<file path="config.mk">
export PLATFORM = sky130hd
export DESIGN_NAME = tli_unit
export DESIGN_NICKNAME = d
export VERILOG_FILES = /design/src/rtl/tli_pkg.sv /design/src/rtl/tli_edge_det.sv /design/src/rtl/tli_ctl.sv /design/src/rtl/tli_pend.sv /design/src/rtl/tli_unit.sv
export SDC_FILE = /design/constraint.sdc
export NUM_CORES = 1
export LEC_CHECK = 0
export BUFFER_PORTS_ARGS = -buffer_cell sky130_fd_sc_hd__buf_2
export CORE_AREA = 2 2 39 41
export DETAILED_ROUTE_END_ITERATION = 8
export DIE_AREA = 0 0 41 43
export GPL_ROUTABILITY_DRIVEN = 0
export PLACE_DENSITY_LB_ADDON = 0.08
export SLEW_MARGIN = 20
export SYNTH_ARGS = -nofsm -noshare
export SYNTH_HDL_FRONTEND = slang
export SYNTH_SLANG_ARGS = --single-unit
</file>
<file path="constraint.sdc">
create_clock -name clk -period 2.3 [get_ports clk]
set_input_delay 0.46 -clock clk [delete_from_list [all_inputs] [get_ports clk]]
set_output_delay 0.46 -clock clk [all_outputs]
set_load 0.005 [all_outputs]
</file>
<file path="src/rtl/tli_pkg.sv">
package tli_pkg;
    localparam int CTL_W      = 8;
    localparam int BIT_SRC    = 0;
    localparam int BIT_RISE   = 1;
    localparam int BIT_MASK   = 2;
    localparam int BIT_NMSK   = 3;
    localparam int BIT_PVAL   = 4;
    localparam int BIT_PLOAD  = 5;

    typedef struct packed {
        logic nm_en;
        logic mask_en;
        logic rise_edge;
        logic src_pin;
    } tli_cfg_t;

    localparam tli_cfg_t CFG_RESET = '{nm_en: 1'b0, mask_en: 1'b0,
                                       rise_edge: 1'b0, src_pin: 1'b1};

    function automatic logic pick_trigger(tli_cfg_t c, logic rise, logic fall,
                                          logic eoc);
        if (c.src_pin)
            return c.rise_edge ? rise : fall;
        return eoc;
    endfunction
endpackage

</file>
<file path="src/rtl/tli_edge_det.sv">
module tli_edge_det #(
    parameter int SYNC_STAGES = 2
) (
    input  logic clk,
    input  logic rst,
    input  logic pin,
    output logic rise,
    output logic fall
);
    localparam int LAST = SYNC_STAGES - 1;

    logic [LAST:0] sync_q;
    logic          prev_q;

    generate
        if (SYNC_STAGES == 1) begin : g_one
            always_ff @(posedge clk) begin
                if (rst) sync_q <= '0;
                else     sync_q <= pin;
            end
        end else begin : g_many
            always_ff @(posedge clk) begin
                if (rst) sync_q <= '0;
                else     sync_q <= {sync_q[LAST-1:0], pin};
            end
        end
    endgenerate

    always_ff @(posedge clk) begin
        if (rst) prev_q <= 1'b0;
        else     prev_q <= sync_q[LAST];
    end

    assign rise = sync_q[LAST] & ~prev_q;
    assign fall = ~sync_q[LAST] & prev_q;
endmodule

</file>
<file path="src/rtl/tli_ctl.sv">
module tli_ctl
    import tli_pkg::*;
(
    input  logic             clk,
    input  logic             rst,
    input  logic             we,
    input  logic [CTL_W-1:0] wdata,
    output tli_cfg_t         cfg
);
    always_ff @(posedge clk) begin
        if (rst) begin
            cfg <= CFG_RESET;
        end else if (we) begin
            cfg.src_pin   <= wdata[BIT_SRC];
            cfg.rise_edge <= wdata[BIT_RISE];
            cfg.mask_en   <= wdata[BIT_MASK];
            // set-only: a zero write keeps the current value
            cfg.nm_en     <= cfg.nm_en | wdata[BIT_NMSK];
        end
    end
endmodule

</file>
<file path="src/rtl/tli_pend.sv">
module tli_pend (
    input  logic clk,
    input  logic rst,
    input  logic trig,
    input  logic sw_load,
    input  logic sw_val,
    input  logic ack,
    input  logic iret,
    output logic pend,
    output logic svc
);
    always_ff @(posedge clk) begin
        if (rst)          pend <= 1'b0;
        else if (trig)    pend <= 1'b1;
        else if (sw_load) pend <= sw_val;
        else if (ack)     pend <= 1'b0;
    end

    always_ff @(posedge clk) begin
        if (rst)       svc <= 1'b0;
        else if (ack)  svc <= 1'b1;
        else if (iret) svc <= 1'b0;
    end
endmodule

</file>
<file path="src/rtl/tli_unit.sv">
module tli_unit
    import tli_pkg::*;
#(
    parameter int SYNC_STAGES = 2
) (
    input  logic             clk,
    input  logic             rst,
    input  logic             ext_pin,
    input  logic             wdog_eoc,
    input  logic             gie,
    input  logic             ctl_we,
    input  logic [CTL_W-1:0] ctl_wdata,
    input  logic             ack,
    input  logic             iret,
    output logic             tl_req,
    output logic             block_all,
    output logic [CTL_W-1:0] ctl_rdata
);
    tli_cfg_t cfg;
    logic     pin_rise, pin_fall, trig, pend, svc;

    tli_edge_det #(.SYNC_STAGES(SYNC_STAGES)) u_edge (
        .clk(clk), .rst(rst), .pin(ext_pin), .rise(pin_rise), .fall(pin_fall)
    );

    tli_ctl u_ctl (
        .clk(clk), .rst(rst), .we(ctl_we), .wdata(ctl_wdata), .cfg(cfg)
    );

    assign trig = pick_trigger(cfg, pin_rise, pin_fall, wdog_eoc);

    tli_pend u_pend (
        .clk(clk), .rst(rst), .trig(trig),
        .sw_load(ctl_we & ctl_wdata[BIT_PLOAD]),
        .sw_val(ctl_wdata[BIT_PVAL]),
        .ack(ack), .iret(iret), .pend(pend), .svc(svc)
    );

    assign tl_req    = pend & ~svc & (cfg.nm_en | (cfg.mask_en & gie));
    assign block_all = svc;
    assign ctl_rdata = {2'b00, svc, pend, cfg.nm_en, cfg.mask_en,
                        cfg.rise_edge, cfg.src_pin};
endmodule

</file>
# After elaboration in Yosys (flattened, before gate mapping)
# Index checks and enable logic that the tools add are counted.
# word_totals
ff_bits,9
in_bits,16
out_inout_bits,10
wordCells,30
# op_classes
muxes,9
bitwise_logic,11
reduce_logical,2
# ops
op,n
$mux W1,9
$and A1 B1 Y1,6
$not A1 Y1,3
$reduce_bool A3 Y1,1
$or A1 B1 Y1,2
$reduce_bool A2 Y1,1

# Logic depth before layout (Yosys ltp)
# depth
ltp_word,6
ltp_mapped,4
depth_no_buf,3

# Hierarchy
# Synthesis repeated with hierarchy kept, for this count alone.
# unflattened
cells_unflattened,39
area_unflattened_um2,367.9
# by_module_without_submodules
mod,instances,cells_per_inst,area_per_inst_um2,seq_area_each_um2
tli_ctl,1,12,131.4,80.1
tli_edge_det,1,8,91.3,60.1
tli_pend,1,8,73.8,40.0
tli_unit,1,11,71.3,0.0

# Worst setup path after synthesis
# Ideal clock, no wire load.
# synth_timing
path_type,input to output
start,input gie
end,output tl_req
arrival_ns,0.718
required_ns,1.840
setup_slack_ns,1.122
cell_stages,2
n_path_buf,0
path_cell_list,a21oi_1 nor3b_1
# synth_via
elab_chain_len,3
# synth_rtl
item,line,text
from (decl),tli_unit.sv:10,"input logic gie,"
$and A1 B1 Y1,tli_unit.sv:39,assign tl_req = pend & ~svc & (cfg.nm_en | (cfg.mask_en & gie));
$or A1 B1 Y1,tli_unit.sv:39,
$and A1 B1 Y1,tli_unit.sv:39,
to (decl),tli_unit.sv:15,"output logic tl_req,"
# Every way passes these cells.

# Worst setup path in the final report
# layout_timing
start,"register, netlist name u_ctl.cfg[2]"
end,output tl_req
# layout_via
elab_chain_len,3
# layout_rtl
item,line
$and A1 B1 Y1,tli_unit.sv:39
$or A1 B1 Y1,tli_unit.sv:39
$and A1 B1 Y1,tli_unit.sv:39
# Every way passes these cells.

==> results.yml <==
yosys:
  synth.largest_area_cell: "sky130_fd_sc_hd__dfxtp_1"
  yosys_warnings: 0
  yosysSeqAreaShare: 0.490
  ys_ff_latch: 9
  postSynthAreaPerCell_um2: 9.20
  yosysUniqueCellTypes: 17
  number_of_instances_in_the_synthesized_netlist: 40
  synth_area_um2: 368
  ys_top_cells_by_area: "sky130_fd_sc_hd__dfxtp_1 49%, sky130_fd_sc_hd__buf_4 8.2%, sky130_fd_sc_hd__nor2b_1 6.8%"
  synthDominantCellAreaShare: 0.490
sta:
  rsz0062_at_grt: "no"
  fin_crit_ps: 1410
  finalSetupTns_ps: 0
  post-route-period-util: 0.613
  final_hold_viol_count: 0
  report.final.setup_viol: 0
  maxSlewViolCount: 0
  timing.clock.skew_ps: 0.0519
  fmax_ghz: 0.709
setup_path:
  worst_setup_path_startpoint: "u_ctl.cfg[2]"
  cpMaxStageDelayCell: "sky130_fd_sc_hd__dfxtp_1"
  criticalPathCategory: "reg -> out"
  timing.critical_path.to_type: "output pin"
  cp_top_family: "flip-flops"
  critPathArrivalTime_ps: 950
  timing.rr.start: "u_ctl.cfg[1]"
  data_required_time_of_the_critical_path_ps: 1840
  max_stage_delay_ps: 340
  timing.rr.end: "u_pend.pend"
  critPathLaunchType: "flop"
  worst-r2r-setup-slack_ps: 1150
  r2r.worst_path.cells: 3
  crit_path_cell_trace: "a21oi_1, nor3b_1, buf_2"
  cp_max_fo: 3
  timing.critical_path.buf_inv: 1
global_route:
  via_count_of_the_first_global_routing_pass: 267
  groute.usage.overall: 0.0980
  initial_antenna_violation_count: 0
  residual_overflow_from_global_routing: 0
  grt_pass1_wl_mm: 1.16
  grt_max_degree: 10
floorplanning:
  placeableCoreArea_um2: 1380
  die_width_um: 41
  fp.dieH_um: 43
  number_of_top_level_pins: 26
  design.die.area_um2: 1760
  rows: 14
  start_util: 0.266
cts:
  clock_tree.htree_level_count: 1
  cts_resized: 0
  postCtsSetupRepairBufs: 0
  max-clock-path-buffers: 2
  cts_root_buf: "sky130_fd_sc_hd__clkbuf_4"
  hold_buffers: 0
  cts_bufs_inserted: 3
  cts.reportedPaths.clkPinSlew_ps: 60
  cts_tree: "built"
  clock_latency_at_the_later_pin_of_the_worst_skew_pair_ps: 260
  cts_sinks: 9
route:
  route.vias.total: 313
  drtAntennaViolNets: 0
  dr.first_iter.drc_count: 1
  wl_per_cell_um: 9.55
  detail_route.drc_violations: 0
  drt-pass1-iter-count: 4
  routed_wirelength_um: 726
  via_density_per_instance: 4.12
run_status:
  outcome: "completed"
placement:
  dp.final_hpwl_um: 558
  port_buffers: 21
  dpl-instance-area_um2: 459
min_path:
  hp-start: "ext_pin"
  hold-path-endpoint: "u_edge.sync_q[0]"
  class_of_the_worst_hold_path: "in -> reg"
  number_of_cells_on_the_worst_hold_path: 2
finish:
  fill_cells: 165
  final_nets: 77
  fin_area_um2: 487
  drive_above_1_share: 0.417
  seq_area_um2: 180
  layout_common_cells: "21 x sky130_fd_sc_hd__buf_2, 9 x sky130_fd_sc_hd__dfxtp_1, 5 x sky130_fd_sc_hd__nor2_1, 4 x sky130_fd_sc_hd__nor2b_1"
  multi_input_gate_area_um2: 150
  syn_to_final_growth_pct: 32.3
  n_antenna_cell: 0
  final_common_cell: "sky130_fd_sc_hd__buf_2"
power_and_ir_drop:
  cellLeakagePower_nw: 0.242
  pwr_density_cell_nw_per_um2: 683
  ir_drop_mv: 0.261
run:
  maxCapViolations: 0
==> how the worst max path moves through the flow <==
stage	end	slack, ps	cells after the start
after floorplan	tl_req	1120	2
after global placement	tl_req	950	4
after detailed placement	tl_req	950	4
after CTS	tl_req	860	3
after global routing	tl_req	790	3
final	tl_req	890	3
==> power by group <==
part / switching [mW] / total, mW / internal [mW]
Clock: 0.0560 / 0.120 / 0.0641
Combinational: 0.0174 / 0.0406 / 0.0232
Sequential: 0.00631 / 0.172 / 0.165
==> metrics by stage <==
| step | power (mW) | hold slack, ps | setup WS, ps | utilization | std cells |
|---|---|---|---|---|---|
| 2_1_floorplan | 0.200 | 414 | 1120 | - | 41 |
| 5_1_grt | 0.355 | 403 | 792 | 0.352 | 76 |
| 6_report | 0.332 | 409 | 889 | 0.352 | 76 |
| 3_3_place_gp | 0.216 | 419 | 951 | 0.332 | 72 |
| 3_5_place_dp | 0.216 | 428 | 949 | 0.332 | 72 |
| 4_1_cts | 0.340 | 403 | 865 | 0.352 | 76 |
==> synth_stat cells <==
cell,instances
sky130_fd_sc_hd__dfxtp_1,9
sky130_fd_sc_hd__nor2_1,5
sky130_fd_sc_hd__mux2i_1,2
sky130_fd_sc_hd__or3b_1,1
sky130_fd_sc_hd__nand3b_1,2
sky130_fd_sc_hd__conb_1,1
sky130_fd_sc_hd__a21oi_1,3
sky130_fd_sc_hd__a211o_1,1
sky130_fd_sc_hd__buf_4,4
sky130_fd_sc_hd__nand2_1,1
sky130_fd_sc_hd__a31oi_1,1
sky130_fd_sc_hd__clkbuf_1,2
sky130_fd_sc_hd__nand3_1,1
sky130_fd_sc_hd__a31o_1,1
sky130_fd_sc_hd__nor3b_1,1
sky130_fd_sc_hd__inv_1,1
sky130_fd_sc_hd__nor2b_1,4
==> registers in the layout (all words and copies together) (netlist names) <==
name,flops
u_pend.pend,1
u_edge.sync_q,2
u_edge.prev_q,1
u_ctl.cfg,4
u_pend.svc,1
==> routing by layer <==
layer	share of wire	vias up	GRT usage
met3	0.080	0	0.0314
li1	-	165	-
met1	0.49	137	0.138
met2	0.43	11	0.125
met5	0	-	0
met4	0	0	0.0600
==> layout make-up <==
class                   count  share of cell area
clock buffers               3              0.0463
clock inverters             1              0.0103
inverters                   1             0.00771
multi-input cells          25               0.308
flip-flops and latches      9               0.370
well taps                  16              0.0411
repair buffers             21               0.216
==> cells by family (layout without fill, tap and decap cells) <==
| group | Yosys count | count (layout) | share of synthesized area |
|---|---|---|---|
| compound gates | 6 | 6 | 0.105 |
| mux | 2 | 2 | 0.0544 |
| other cells | 1 | 2 | 0.0102 |
| buf+inv | 7 | 26 | 0.112 |
| simple gates | 15 | 15 | 0.228 |
| flops | 9 | 9 | 0.490 |
No activity file was read; power rests on OpenSTA's default activity.
